## src/rtl/aud_irq_pkg.sv

```systemverilog
package aud_irq_pkg;
  // Channel count of the audio engine: playback 1, playback 2, record
  localparam int CHAN_COUNT = 3;

  // Strobes from control to datapath, one bit per channel
  typedef struct packed {
    logic [CHAN_COUNT-1:0] setReq;
    logic [CHAN_COUNT-1:0] clrReq;
  } irqStrobes_t;
endpackage

```

## src/rtl/aud_irq_ctrl.sv

```systemverilog
module aud_irq_ctrl
  import aud_irq_pkg::*;
#(
  parameter int DATA_W  = 32,
  parameter int EN_BASE = 8
) (
  input  logic [CHAN_COUNT-1:0] expiredPulse,
  input  logic [DATA_W-1:0]     sctlCur,
  input  logic                  sctlWrEn,
  input  logic [DATA_W-1:0]     sctlWrData,
  output irqStrobes_t           strobes
);
  logic [CHAN_COUNT-1:0] enOld;
  logic [CHAN_COUNT-1:0] enNew;

  assign enOld = sctlCur[EN_BASE +: CHAN_COUNT];
  assign enNew = sctlWrData[EN_BASE +: CHAN_COUNT];

  always_comb begin
    strobes = '0;
    for (int i = 0; i < CHAN_COUNT; i++) begin
      // A pulse is seen only while the enable already stands at 1
      strobes.setReq[i] = expiredPulse[i] && enOld[i];
      // Only a falling enable within a write clears
      strobes.clrReq[i] = sctlWrEn && enOld[i] && !enNew[i];
    end
  end
endmodule

```

## src/rtl/aud_irq_dp.sv

```systemverilog
module aud_irq_dp
  import aud_irq_pkg::*;
#(
  parameter int              DATA_W  = 32,
  parameter int              SRC_LSB = 5,
  parameter int              SRC_W   = 2,
  parameter logic [SRC_W-1:0] SRC_VAL = '1
) (
  input  logic              clk,
  input  logic              rstN,
  input  irqStrobes_t       strobes,
  output logic [DATA_W-1:0] statusOut,
  output logic              irqOut
);
  localparam int SUM_POS = DATA_W - 1;

  logic [CHAN_COUNT-1:0] pendQ;
  logic [CHAN_COUNT-1:0] pendNext;
  logic                  irqQ;

  // The clear takes priority over a set in the same cycle
  assign pendNext = (pendQ | strobes.setReq) & ~strobes.clrReq;

  always_ff @(posedge clk or negedge rstN) begin
    if (!rstN) begin
      pendQ <= '0;
      irqQ  <= 1'b0;
    end else begin
      pendQ <= pendNext;
      irqQ  <= |pendNext;
    end
  end

  // Channel i is placed at status bit CHAN_COUNT-1-i
  always_comb begin
    statusOut = '0;
    for (int i = 0; i < CHAN_COUNT; i++) begin
      statusOut[CHAN_COUNT-1-i] = pendQ[i];
    end
    statusOut[SRC_LSB +: SRC_W] = SRC_VAL;
    statusOut[SUM_POS]          = |pendQ;
  end

  assign irqOut = irqQ;

  // the registered line tracks the pending flags
  p_irq_match_r8: assert property (@(posedge clk) disable iff (!rstN)
    irqOut == statusOut[SUM_POS]);

  // fixed source field
  p_src_fixed_r9: assert property (@(posedge clk) disable iff (!rstN)
    statusOut[SRC_LSB +: SRC_W] == SRC_VAL);

  generate
    for (genvar g = 0; g < CHAN_COUNT; g++) begin : gChk
      // flags are sticky without a clear strobe
      p_sticky_r10: assert property (@(posedge clk) disable iff (!rstN)
        pendQ[g] && !strobes.clrReq[g] |=> pendQ[g]);
      // a clear strobe always leaves the flag low
      p_clear_wins_r6: assert property (@(posedge clk) disable iff (!rstN)
        strobes.clrReq[g] |=> !pendQ[g]);
    end
  endgenerate
endmodule

```

## src/rtl/aud_irq_agg.sv

```systemverilog
module aud_irq_agg
  import aud_irq_pkg::*;
#(
  parameter int DATA_W  = 32,
  parameter int EN_BASE = 8,
  parameter int SRC_LSB = 5,
  parameter int SRC_W   = 2
) (
  input  logic                  clk,
  input  logic                  rstN,
  input  logic [CHAN_COUNT-1:0] expiredPulse,
  input  logic [DATA_W-1:0]     sctlCur,
  input  logic                  sctlWrEn,
  input  logic [DATA_W-1:0]     sctlWrData,
  output logic [DATA_W-1:0]     statusOut,
  output logic                  irqOut
);
  irqStrobes_t strobes;

  aud_irq_ctrl #(
    .DATA_W (DATA_W),
    .EN_BASE(EN_BASE)
  ) u_ctrl (
    .expiredPulse(expiredPulse),
    .sctlCur     (sctlCur),
    .sctlWrEn    (sctlWrEn),
    .sctlWrData  (sctlWrData),
    .strobes     (strobes)
  );

  aud_irq_dp #(
    .DATA_W (DATA_W),
    .SRC_LSB(SRC_LSB),
    .SRC_W  (SRC_W),
    .SRC_VAL('1)
  ) u_dp (
    .clk      (clk),
    .rstN     (rstN),
    .strobes  (strobes),
    .statusOut(statusOut),
    .irqOut   (irqOut)
  );

  generate
    for (genvar g = 0; g < CHAN_COUNT; g++) begin : gPortChk
      // an enabled pulse without a falling write sets the flag
      p_set_r2: assert property (@(posedge clk) disable iff (!rstN)
        expiredPulse[g] && sctlCur[EN_BASE+g]
        && !(sctlWrEn && !sctlWrData[EN_BASE+g])
        |=> statusOut[CHAN_COUNT-1-g]);
      // with the enable low a clear flag stays clear
      p_ignore_r3: assert property (@(posedge clk) disable iff (!rstN)
        !sctlCur[EN_BASE+g] && !statusOut[CHAN_COUNT-1-g]
        |=> !statusOut[CHAN_COUNT-1-g]);
      // a falling enable clears the flag
      p_fall_clears_r4: assert property (@(posedge clk) disable iff (!rstN)
        sctlWrEn && sctlCur[EN_BASE+g] && !sctlWrData[EN_BASE+g]
        |=> !statusOut[CHAN_COUNT-1-g]);
    end
  endgenerate
endmodule

```

## config.mk

```make
export PLATFORM = sky130hd
export DESIGN_NAME = aud_irq_agg
export DESIGN_NICKNAME = d
export VERILOG_FILES = /design/src/rtl/aud_irq_pkg.sv /design/src/rtl/aud_irq_ctrl.sv /design/src/rtl/aud_irq_dp.sv /design/src/rtl/aud_irq_agg.sv
export SDC_FILE = /design/constraint.sdc
export NUM_CORES = 1
export LEC_CHECK = 0
export BUFFER_PORTS_ARGS = -buffer_cell sky130_fd_sc_hd__buf_2
export CORE_UTILIZATION = 20
export CTS_BUF_LIST = sky130_fd_sc_hd__clkbuf_8
export CTS_CLUSTER_DIAMETER = 50
export CTS_CLUSTER_SIZE = 28
export DETAILED_ROUTE_END_ITERATION = 10
export GPL_TIMING_DRIVEN = 0
export PLACE_DENSITY_LB_ADDON = 0.08
export SLEW_MARGIN = 20
export SYNTH_ARGS = -nofsm -noshare
export SYNTH_HDL_FRONTEND = slang
export SYNTH_SLANG_ARGS = --single-unit
```

## constraint.sdc

```tcl
create_clock -name clk -period 1.4 [get_ports clk]
set_input_delay 0.28 -clock clk [delete_from_list [all_inputs] [get_ports clk]]
set_output_delay 0.28 -clock clk [all_outputs]
set_load 0.01 [all_outputs]
```

Yosys cells after proc, flatten, opt, wreduce, memory -nomap -nowiden
Index checks and enable logic that the tools add are counted.
{"block": "classes", "n_bitwise": 3, "n_reduce_logical": 14}
{"operator": "$logic_and A1 B1 Y1", "count": 9}
{"operator": "$reduce_or A3 Y1", "count": 2}
{"operator": "$and A3 B3 Y3", "count": 1}
{"operator": "$logic_not A1 Y1", "count": 3}
{"operator": "$not A3 Y3", "count": 1}
{"operator": "$or A3 B3 Y3", "count": 1}
{"block": "totals", "input_bits": 70, "output_inout_bits": 33, "register_bits": 4}

Depth between registers and ports, before layout
Gate-level depths: netlist (run 1).
{"block": "logic_depth", "depth_word": 5, "ltp_mapped": 3, "depth_no_buf": 3}

Hierarchy
From an unflattened synthesis (run 1), not the netlist that was laid out.
{"block": "hier_totals", "cells_unflattened": 48, "hier_area_um2": 404.1}
{"module": "aud_irq_dp", "seq_area_each_um2": 100.1, "instances": 1, "cells_per_inst": 42, "area_per_inst_um2": 359.1}
{"module": "aud_irq_ctrl", "seq_area_each_um2": 0.0, "instances": 1, "cells_per_inst": 6, "area_per_inst_um2": 45.0}

Worst setup path after synthesis (run 1)
Ideal clock, no wire load.
{"block": "synth_path", "path_kind": "register to output", "start": "register u_dp.pendQ[0]", "end": "output port statusOut[31]", "setup_slack_ns": 0.299, "path_stages_with_launch": 2, "path_buffers": 0, "arrival_ns": 0.821, "path_cell_list": "dfrtp_1 > or3_1"}
{"block": "synth_via", "elab_chain_len": 1}
{"element": "start: declaration", "line_no": "aud_irq_dp.sv:17", "source": "logic [CHAN_COUNT-1:0] pendQ;"}
{"element": "start signal: assignment", "line_no": "aud_irq_dp.sv:29", "source": "pendQ <= pendNext;"}
{"element": "$reduce_or A3 Y1", "line_no": "aud_irq_dp.sv:41", "source": "statusOut[SUM_POS] = |pendQ;"}
{"element": "end: declaration", "line_no": "aud_irq_agg.sv:15", "source": "output logic [DATA_W-1:0] statusOut,"}
No other way between the ends.

Worst setup path in the final report (run 1)
{"block": "layout_path", "start": "register u_dp.pendQ[2]", "end": "output port statusOut[31]"}
The elaborated chain is that of the path after synthesis.

==> results of run 1 <==
where the power goes:
part           total [mW]  internal, mW  switching, mW  leakage [nW]
Sequential          0.137         0.129        0.00743        0.0421
Clock               0.239         0.183         0.0557        0.0216
Combinational       0.160        0.0852         0.0747         0.335
Total               0.535         0.397          0.138         0.399
kinds of logic (layout without fill, tap and decap cells):
logic type             count (synthesis)  count (layout)  share of synthesized area
buffers and inverters                 31              52                      0.590
flip-flops                             4               4                      0.267
AND/OR/NAND/NOR                        2               2                     0.0333
AO/OA/AOI/OAI                          6               6                     0.0900
other                                  2              28                     0.0200
cells in the final DEF (no fill, tap or decap):
| cell | count |
|---|---|
| sky130_fd_sc_hd__or3_1 | 2 |
| sky130_fd_sc_hd__conb_1 | 28 |
| sky130_fd_sc_hd__a21oi_1 | 3 |
| sky130_fd_sc_hd__buf_2 | 16 |
| sky130_fd_sc_hd__dlygate4sd3_1 | 1 |
| sky130_fd_sc_hd__clkbuf_8 | 3 |
| sky130_fd_sc_hd__a31oi_1 | 3 |
| sky130_fd_sc_hd__dfrtp_1 | 4 |
| sky130_fd_sc_hd__inv_1 | 3 |
| sky130_fd_sc_hd__buf_4 | 29 |
worst paths after layout:
path | start | endpoint | slack (ps) | cells after the start
worst max register to register | u_dp.pendQ[0] | u_dp.irqOut | 260 | 4
max in group asynchronous | rstN | u_dp.irqOut | 880 | 2
worst max-delay path | u_dp.pendQ[2] | statusOut[31] | 40 | 2
min in group asynchronous | rstN | u_dp.pendQ[2] | 400 | 2
worst min register to register | u_dp.pendQ[1] | u_dp.pendQ[1] | 600 | 2
worst min-delay path | sctlCur[8] | u_dp.pendQ[0] | 280 | 2
Yosys cell counts:
master,count
sky130_fd_sc_hd__buf_4,28
sky130_fd_sc_hd__or3_1,2
sky130_fd_sc_hd__inv_1,3
sky130_fd_sc_hd__a21oi_1,3
sky130_fd_sc_hd__conb_1,2
sky130_fd_sc_hd__dfrtp_1,4
sky130_fd_sc_hd__a31oi_1,3
layout make-up:
cell class | count | area (um^2)
buffer | 28 | 210
clock buffer | 3 | 41.3
fill | 209 | 1100
inverter | 3 | 11.3
multi-input combinational | 36 | 151
sequential | 4 | 100
tap | 25 | 31.3
timing repair buffer | 18 | 97.6
routing by layer:
| metal | share of wire | wire [um] | vias up |
|---|---|---|---|
| met1 | 0.40 | 258 | 122 |
| met4 | 0.034 | 22 | 0 |
| met5 | 0 | 0 | - |
| li1 | - | - | 181 |
| met2 | 0.42 | 269 | 32 |
| met3 | 0.15 | 98 | 3 |
state kept, by name, summed over array words and instances (netlist names):
register and count:
u_dp.irqOut 1, u_dp.pendQ 3
timing repair:
item	4_1_cts	5_1_grt
endpoints found under the hold margin	4	0
resized for setup	0	0
buffers inserted	0	1
hold buffers	1	0
setup endpoints to repair	0	1
metrics by stage:
step                      instances  cell area, um^2
after floorplan                  71              473
final                           117              643
after global placement          112              584
after global routing            117              643
after detailed placement        112              584
after CTS                       116              636
==> impl_results.html, run 1 <==
<table>
<tr><th>Metric</th><th>Value</th></tr>
<tr><th colspan="2">Clock network</th></tr>
<tr><td>Insertion delay of the later-clocked pin in the worst-skew pair</td><td>210 ps</td></tr>
<tr><td>Maximum number of buffers from clock root to sink</td><td>2</td></tr>
<tr><td>CTS tree</td><td>built</td></tr>
<tr><td>Sink Count</td><td>4</td></tr>
<tr><td>Clock root buffer</td><td>sky130_fd_sc_hd__clkbuf_8</td></tr>
<tr><td>CTS clk-pin slew, worst paths</td><td>30 ps</td></tr>
<tr><td>CTS buffer count</td><td>3</td></tr>
<tr><td>CTS H-tree lvls</td><td>1</td></tr>
<tr><th colspan="2">Worst setup path</th></tr>
<tr><td>Worst-path fanout max</td><td>3</td></tr>
<tr><td>Start-to-end type of the worst setup path</td><td>register to output port</td></tr>
<tr><td>Arrival time of the worst setup path</td><td>1080 ps</td></tr>
<tr><td>Crit path launch type</td><td>register</td></tr>
<tr><td>Cell at the slowest stage of the critical path</td><td>sky130_fd_sc_hd__dfrtp_1</td></tr>
<tr><td>Critical path capture point type</td><td>output port</td></tr>
<tr><td>Longest individual stage delay on the worst path</td><td>380 ps</td></tr>
<tr><td>Gate family responsible for the most delay along the worst path</td><td>flip-flops</td></tr>
<tr><td>Buffers and inverters on the worst path</td><td>1</td></tr>
<tr><td>Data required time of the critical path</td><td>1120 ps</td></tr>
<tr><td>Sequence of cells on the critical path</td><td>or3_1, buf_2</td></tr>
<tr><th colspan="2">Logic synthesis</th></tr>
<tr><td>Average instance area after synthesis</td><td>8.34 um^2</td></tr>
<tr><td>Area share of the largest cell type after synthesis</td><td>0.560</td></tr>
<tr><td>Leading area contributor after synthesis</td><td>sky130_fd_sc_hd__buf_4</td></tr>
<tr><td>Share of synthesized area occupied by flip-flops and latches</td><td>0.267</td></tr>
<tr><td>Distinct cells, synth</td><td>7</td></tr>
<tr><td>Post-synthesis register bit count</td><td>4</td></tr>
<tr><td>Warnings, synthesis</td><td>0</td></tr>
<tr><td>Area of the mapped netlist</td><td>375 um^2</td></tr>
<tr><td>Gate count of the mapped netlist</td><td>45</td></tr>
<tr><td>Top area cells in the synthesized netlist</td><td>sky130_fd_sc_hd__buf_4 56%, sky130_fd_sc_hd__dfrtp_1 27%, sky130_fd_sc_hd__a31oi_1 5.0%</td></tr>
<tr><th colspan="2">Layout</th></tr>
<tr><td>Final-stage net count</td><td>164</td></tr>
<tr><td>Antenna fix cells</td><td>0</td></tr>
<tr><td>Post-synthesis to final-layout area growth</td><td>71.3%</td></tr>
<tr><td>Post-layout util</td><td>0.368</td></tr>
<tr><td>Fraction of layout instances using a drive strength above 1</td><td>0.522</td></tr>
<tr><th colspan="2">Die</th></tr>
<tr><td>Number of placement rows</td><td>15</td></tr>
<tr><td>Area of the die</td><td>2050 um^2</td></tr>
<tr><td>Floorplan die height</td><td>45.3 um</td></tr>
<tr><td>Effective utilization at floorplan</td><td>0.215</td></tr>
<tr><td>Total core area</td><td>1750 um^2</td></tr>
<tr><td>Width of the die</td><td>45.3 um</td></tr>
<tr><td>I/O pin cnt</td><td>103</td></tr>
<tr><th colspan="2">Power</th></tr>
<tr><td>Cell Pwr Density</td><td>832 nW/um^2</td></tr>
<tr><td>Total leakage power</td><td>0.399 nW</td></tr>
<tr><td>Total power</td><td>0.535 mW</td></tr>
<tr><td>Max VDD drop</td><td>0.263 mV</td></tr>
<tr><th colspan="2">Routing</th></tr>
<tr><td>Detailed-routing iteration count for the pre-antenna-repair pass</td><td>4</td></tr>
<tr><td>Final Routed Wirelength</td><td>648 um</td></tr>
<tr><td>Via density per instance</td><td>2.89</td></tr>
<tr><td>Detailed-route via count</td><td>338</td></tr>
<tr><td>Final routed DRC violation total</td><td>0</td></tr>
<tr><td>Post-route antenna net violation count</td><td>0</td></tr>
<tr><td>Iteration-0 DRC count of the detailed router</td><td>3</td></tr>
<tr><td>Drt wl/cell</td><td>5.54 um</td></tr>
<tr><th colspan="2">STA</th></tr>
<tr><td>Final WS setup</td><td>41.2 ps</td></tr>
<tr><td>Setup total negative slack</td><td>0 ps</td></tr>
<tr><td>Final Hold Violating Endpoints</td><td>0</td></tr>
<tr><td>Final setup fails</td><td>0</td></tr>
<tr><td>Final Skew</td><td>1.34 ps</td></tr>
<tr><td>Unrepaired setup endpoints after global routing</td><td>false</td></tr>
<tr><td>Post-route fraction of the period consumed by the critical path</td><td>0.971</td></tr>
<tr><td>Upper clock frequency limit</td><td>736 MHz</td></tr>
<tr><td>Max-slew violations</td><td>0</td></tr>
<tr><td>Post-route worst hold slack</td><td>283 ps</td></tr>
<tr><td>Shortest clock period the worst path allows after layout</td><td>1360 ps</td></tr>
<tr><th colspan="2">Hold path</th></tr>
<tr><td>Min-delay worst type</td><td>input pin to register</td></tr>
<tr><th colspan="2">Outcome</th></tr>
<tr><td>Status</td><td>complete, no violations</td></tr>
<tr><th colspan="2">GRT</th></tr>
<tr><td>Initial antenna violation count</td><td>0</td></tr>
<tr><td>Most utilized layer in the global route result</td><td>met4</td></tr>
<tr><td>Number of global-route vias before repair</td><td>222</td></tr>
<tr><td>GR met1 Demand/Resource</td><td>0.0636</td></tr>
<tr><td>GRT met3 Usage</td><td>0.0240</td></tr>
<tr><td>First-pass GRT wire length</td><td>828 um</td></tr>
<tr><td>Largest net degree at the start of global routing</td><td>5</td></tr>
<tr><td>Total global routing track utilization</td><td>0.0640</td></tr>
<tr><td>GR Util met2</td><td>0.0870</td></tr>
<tr><td>Total global routing overflow</td><td>0</td></tr>
<tr><th colspan="2">Flow run</th></tr>
<tr><td>Count of maximum capacitance violations</td><td>0</td></tr>
<tr><th colspan="2">Place</th></tr>
<tr><td>Count of buffers inserted at the top-level ports</td><td>16</td></tr>
<tr><td>Pre-CTS setup slack</td><td>242 ps</td></tr>
<tr><td>GPL Wtd Cong</td><td>0.700</td></tr>
</table>
(Power assumes the default switching activity.)
==> inputs of run 2 (changes only) <==
--- a/config.mk
+++ b/config.mk
@@ -5,8 +5,9 @@
 export SDC_FILE = /design/constraint.sdc
 export NUM_CORES = 1
 export LEC_CHECK = 0
+export ABC_AREA = 1
 export BUFFER_PORTS_ARGS = -buffer_cell sky130_fd_sc_hd__buf_2
-export CORE_UTILIZATION = 20
+export CORE_UTILIZATION = 22
 export CTS_BUF_LIST = sky130_fd_sc_hd__clkbuf_8
 export CTS_CLUSTER_DIAMETER = 50
 export CTS_CLUSTER_SIZE = 28
==> run 2 against run 1 <==
Non-clock buffer count is 1 lower. First-iteration DRC count is 100% lower. Flip-flop and latch count stayed put. Worst hold slack better by 90 ps. Sequential share of layout area is 0.64 points lower. Design area is 4.3% higher. Fmax is 20% higher. Synthesized area is 9.3% higher. Wire length is 9.1% higher. Critical path depth is 1 higher. Global-route usage is 0.66 points higher. Critical endpoint unchanged. Largest cell class unchanged.
==> impl_results.html, run 2 <==
<table>
<tr><th>Metric</th><th>Value</th></tr>
<tr><th colspan="2">Place</th></tr>
<tr><td>Detailed placer's ending HPWL</td><td>648 um</td></tr>
<tr><td>Pre-CTS setup slack</td><td>473 ps</td></tr>
<tr><td>Placed cell count</td><td>124</td></tr>
<tr><td>GPL Wtd Cong</td><td>0.699</td></tr>
<tr><td>Count of buffers inserted at the top-level ports</td><td>16</td></tr>
<tr><th colspan="2">Hold path</th></tr>
<tr><td>Min-delay worst type</td><td>input pin to register</td></tr>
<tr><th colspan="2">Clock network</th></tr>
<tr><td>Maximum number of buffers from clock root to sink</td><td>2</td></tr>
<tr><td>Gates resized, CTS repair</td><td>0</td></tr>
<tr><td>CTS tree</td><td>built</td></tr>
<tr><td>CTS H-tree lvls</td><td>1</td></tr>
<tr><td>CTS buffer count</td><td>3</td></tr>
<tr><td>Clock root buffer</td><td>sky130_fd_sc_hd__clkbuf_8</td></tr>
<tr><td>Sink Count</td><td>4</td></tr>
<tr><td>Post-CTS setup buffer count</td><td>0</td></tr>
<tr><td>Insertion delay of the later-clocked pin in the worst-skew pair</td><td>210 ps</td></tr>
<tr><td>CTS clk-pin slew, worst paths</td><td>30 ps</td></tr>
<tr><th colspan="2">Power</th></tr>
<tr><td>Power spent charging and discharging nets</td><td>0.140 mW</td></tr>
<tr><td>Fraction of power spent switching nets</td><td>0.263</td></tr>
<tr><td>Total leakage power</td><td>0.447 nW</td></tr>
<tr><td>Internal power</td><td>0.394 mW</td></tr>
<tr><td>Max VDD drop</td><td>0.367 mV</td></tr>
<tr><td>Cell Pwr Density</td><td>797 nW/um^2</td></tr>
<tr><td>Clock network fraction of design power</td><td>0.441</td></tr>
<tr><td>Total power</td><td>0.535 mW</td></tr>
<tr><td>Logic gate share of total power</td><td>0.309</td></tr>
<tr><td>Proportion of power drawn by flip-flops and latches</td><td>0.250</td></tr>
<tr><th colspan="2">Flow run</th></tr>
<tr><td>Count of maximum capacitance violations</td><td>0</td></tr>
<tr><th colspan="2">Logic synthesis</th></tr>
<tr><td>Average instance area after synthesis</td><td>7.20 um^2</td></tr>
<tr><td>Leading area contributor after synthesis</td><td>sky130_fd_sc_hd__buf_4</td></tr>
<tr><td>Gate count of the mapped netlist</td><td>57</td></tr>
<tr><td>Post-synthesis register bit count</td><td>4</td></tr>
<tr><td>Area of the mapped netlist</td><td>410 um^2</td></tr>
<tr><td>Share of synthesized area occupied by flip-flops and latches</td><td>0.244</td></tr>
<tr><td>Area share of the largest cell type after synthesis</td><td>0.512</td></tr>
<tr><td>Async set-or-reset flop fraction in the synthesized netlist</td><td>1.00</td></tr>
<tr><td>Commonest cells in the synthesized netlist</td><td>28 x sky130_fd_sc_hd__buf_4, 9 x sky130_fd_sc_hd__inv_1, 9 x sky130_fd_sc_hd__nand2_1</td></tr>
<tr><td>Top area cells in the synthesized netlist</td><td>sky130_fd_sc_hd__buf_4 51%, sky130_fd_sc_hd__dfrtp_1 24%, sky130_fd_sc_hd__inv_1 8.2%</td></tr>
<tr><td>Ys flop type</td><td>sky130_fd_sc_hd__dfrtp_1</td></tr>
<tr><td>Distinct cells, synth</td><td>6</td></tr>
<tr><td>Number of enable-type register cells in the synthesized netlist</td><td>0</td></tr>
<tr><td>Most instantiated library cell after synthesis</td><td>sky130_fd_sc_hd__buf_4</td></tr>
<tr><td>Warnings, synthesis</td><td>0</td></tr>
<tr><th colspan="2">Die</th></tr>
<tr><td>Area of the die</td><td>2040 um^2</td></tr>
<tr><td>Number of placement rows</td><td>15</td></tr>
<tr><td>Floorplan die height</td><td>45.2 um</td></tr>
<tr><td>Width of the die</td><td>45.2 um</td></tr>
<tr><td>Total core area</td><td>1750 um^2</td></tr>
<tr><td>I/O pin cnt</td><td>103</td></tr>
<tr><td>Effective utilization at floorplan</td><td>0.235</td></tr>
<tr><th colspan="2">Worst setup path</th></tr>
<tr><td>Crit path launch type</td><td>register</td></tr>
<tr><td>Data required time of the critical path</td><td>1120 ps</td></tr>
<tr><td>Arrival time of the worst setup path</td><td>860 ps</td></tr>
<tr><td>Critical path capture point type</td><td>output port</td></tr>
<tr><td>Worst-path fanout max</td><td>2</td></tr>
<tr><td>Start-to-end type of the worst setup path</td><td>register to output port</td></tr>
<tr><th colspan="2">Layout</th></tr>
<tr><td>Post-synthesis to final-layout area growth</td><td>63.4%</td></tr>
<tr><td>Commonest non-fill, non-tap cells in the layout</td><td>28 x sky130_fd_sc_hd__buf_4, 28 x sky130_fd_sc_hd__conb_1, 16 x sky130_fd_sc_hd__buf_2</td></tr>
<tr><td>Register bank with the most flops</td><td>u_dp.pendQ</td></tr>
<tr><td>Number of standard cells in the final layout excluding fillers</td><td>128</td></tr>
<tr><td>Fraction of layout instances using a drive strength above 1</td><td>0.456</td></tr>
<tr><td>Final-stage net count</td><td>175</td></tr>
<tr><td>Antenna fix cells</td><td>0</td></tr>
<tr><td>Number of flip-flops in the largest register</td><td>3</td></tr>
<tr><th colspan="2">STA</th></tr>
<tr><td>Post-route fraction of the period consumed by the critical path</td><td>0.811</td></tr>
<tr><td>Final setup fails</td><td>0</td></tr>
<tr><td>Final Skew</td><td>0.967 ps</td></tr>
<tr><td>Setup total negative slack</td><td>0 ps</td></tr>
<tr><td>Shortest clock period the worst path allows after layout</td><td>1140 ps</td></tr>
<tr><td>Final WS setup</td><td>264 ps</td></tr>
<tr><td>Final Hold Violating Endpoints</td><td>0</td></tr>
<tr><td>Unrepaired setup endpoints after global routing</td><td>false</td></tr>
<tr><td>Upper clock frequency limit</td><td>880 MHz</td></tr>
<tr><td>Max-slew violations</td><td>0</td></tr>
<tr><th colspan="2">GRT</th></tr>
<tr><td>Largest net degree at the start of global routing</td><td>5</td></tr>
<tr><td>GRT met3 Usage</td><td>0.0320</td></tr>
<tr><td>First-pass GRT wire length</td><td>924 um</td></tr>
<tr><td>Total global routing overflow</td><td>0</td></tr>
<tr><td>GR Util met2</td><td>0.110</td></tr>
<tr><td>Initial antenna violation count</td><td>0</td></tr>
<tr><td>Most utilized layer in the global route result</td><td>met2</td></tr>
<tr><td>Total global routing track utilization</td><td>0.0706</td></tr>
<tr><td>Number of global-route vias before repair</td><td>261</td></tr>
<tr><td>GR met1 Demand/Resource</td><td>0.0587</td></tr>
<tr><th colspan="2">Routing</th></tr>
<tr><td>Final routed DRC violation total</td><td>0</td></tr>
<tr><td>Iteration-0 DRC count of the detailed router</td><td>0</td></tr>
<tr><td>Post-route antenna net violation count</td><td>0</td></tr>
<tr><td>Detailed-routing iteration count for the pre-antenna-repair pass</td><td>1</td></tr>
<tr><td>Final Routed Wirelength</td><td>707 um</td></tr>
<tr><td>Via density per instance</td><td>2.75</td></tr>
<tr><td>Drt wl/cell</td><td>5.52 um</td></tr>
<tr><td>Detailed-route via count</td><td>352</td></tr>
<tr><th colspan="2">Outcome</th></tr>
<tr><td>Status</td><td>complete, no violations</td></tr>
</table>
==> run 2: cell count changes after synthesis <==
cell	previous run	this run
sky130_fd_sc_hd__nand2_1	0	9
sky130_fd_sc_hd__inv_1	3	9
sky130_fd_sc_hd__nand3_1	0	5
sky130_fd_sc_hd__a21oi_1	3	0
sky130_fd_sc_hd__a31oi_1	3	0
sky130_fd_sc_hd__or3_1	2	0
==> run 2: per-stage QoR <==
stage | instance area, um^2 | util | hold WS (ps)
final | 671 | 0.384 | 372
after global routing | 671 | 0.384 | 395
after CTS | 671 | 0.384 | 371
after detailed placement | 619 | 0.355 | 90.0
after global placement | 619 | 0.355 | 88.2
after floorplan | 508 | - | -15.6
==> run 2: logic make-up (layout without fill, tap and decap cells) <==
logic type | after synthesis | count (layout) | share of synthesized area
buffers and inverters | 37 | 57 | 0.595
and+or+nand+nor | 14 | 14 | 0.143
other | 2 | 28 | 0.0183
DFF | 4 | 4 | 0.244
==> run 2: power groups by stage <==
stage               Sequential (mW)  Clock (mW)  Combinational (mW)
floorplan                     0.142           0               0.117
global placement              0.135           0               0.162
detailed placement            0.135           0               0.162
CTS                           0.134       0.245               0.164
global route                  0.135       0.246               0.185
finish                        0.133       0.236               0.165
==> run 2: what timing repair did <==
action / CTS / global route
setup endpoints to repair: 0 / 0
hold buffers: 1 / 0
hold endpoints to repair: 4 / 0
==> run 2: worst paths after layout <==
check | depth (start not counted) | slack, ps | start | to
hold reg to reg | 4 | 580 | u_dp.pendQ[1] | u_dp.pendQ[1]
min in group asynchronous | 2 | 400 | rstN | u_dp.pendQ[2]
setup reg to reg | 4 | 630 | u_dp.pendQ[2] | u_dp.irqOut
hold / removal | 5 | 370 | sctlWrData[10] | u_dp.pendQ[2]
setup / recovery | 3 | 260 | u_dp.pendQ[2] | statusOut[31]
max in group asynchronous | 2 | 880 | rstN | u_dp.pendQ[0]
==> run 2: layout make-up <==
class / instances / area, um^2
buffer: 28 / 210
clock buffer: 3 / 41.3
fill: 188 / 1070
inverter: 9 / 33.8
multi-input combinational: 42 / 164
sequential: 4 / 100
tap: 25 / 31.3
timing repair buffer: 17 / 90.1
==> run 2: critical path: stages, from the launching register on <==
cell                      delay [ps]
sky130_fd_sc_hd__dfrtp_1         360
sky130_fd_sc_hd__inv_1            70
sky130_fd_sc_hd__nand3_1          80
sky130_fd_sc_hd__buf_2           140
==> run 2: routing by layer <==
metal  share of wire  up-vias
li1                -      202
met1            0.35      121
met2            0.46       29
met3            0.18        0
met4               0        0
met5               0        -
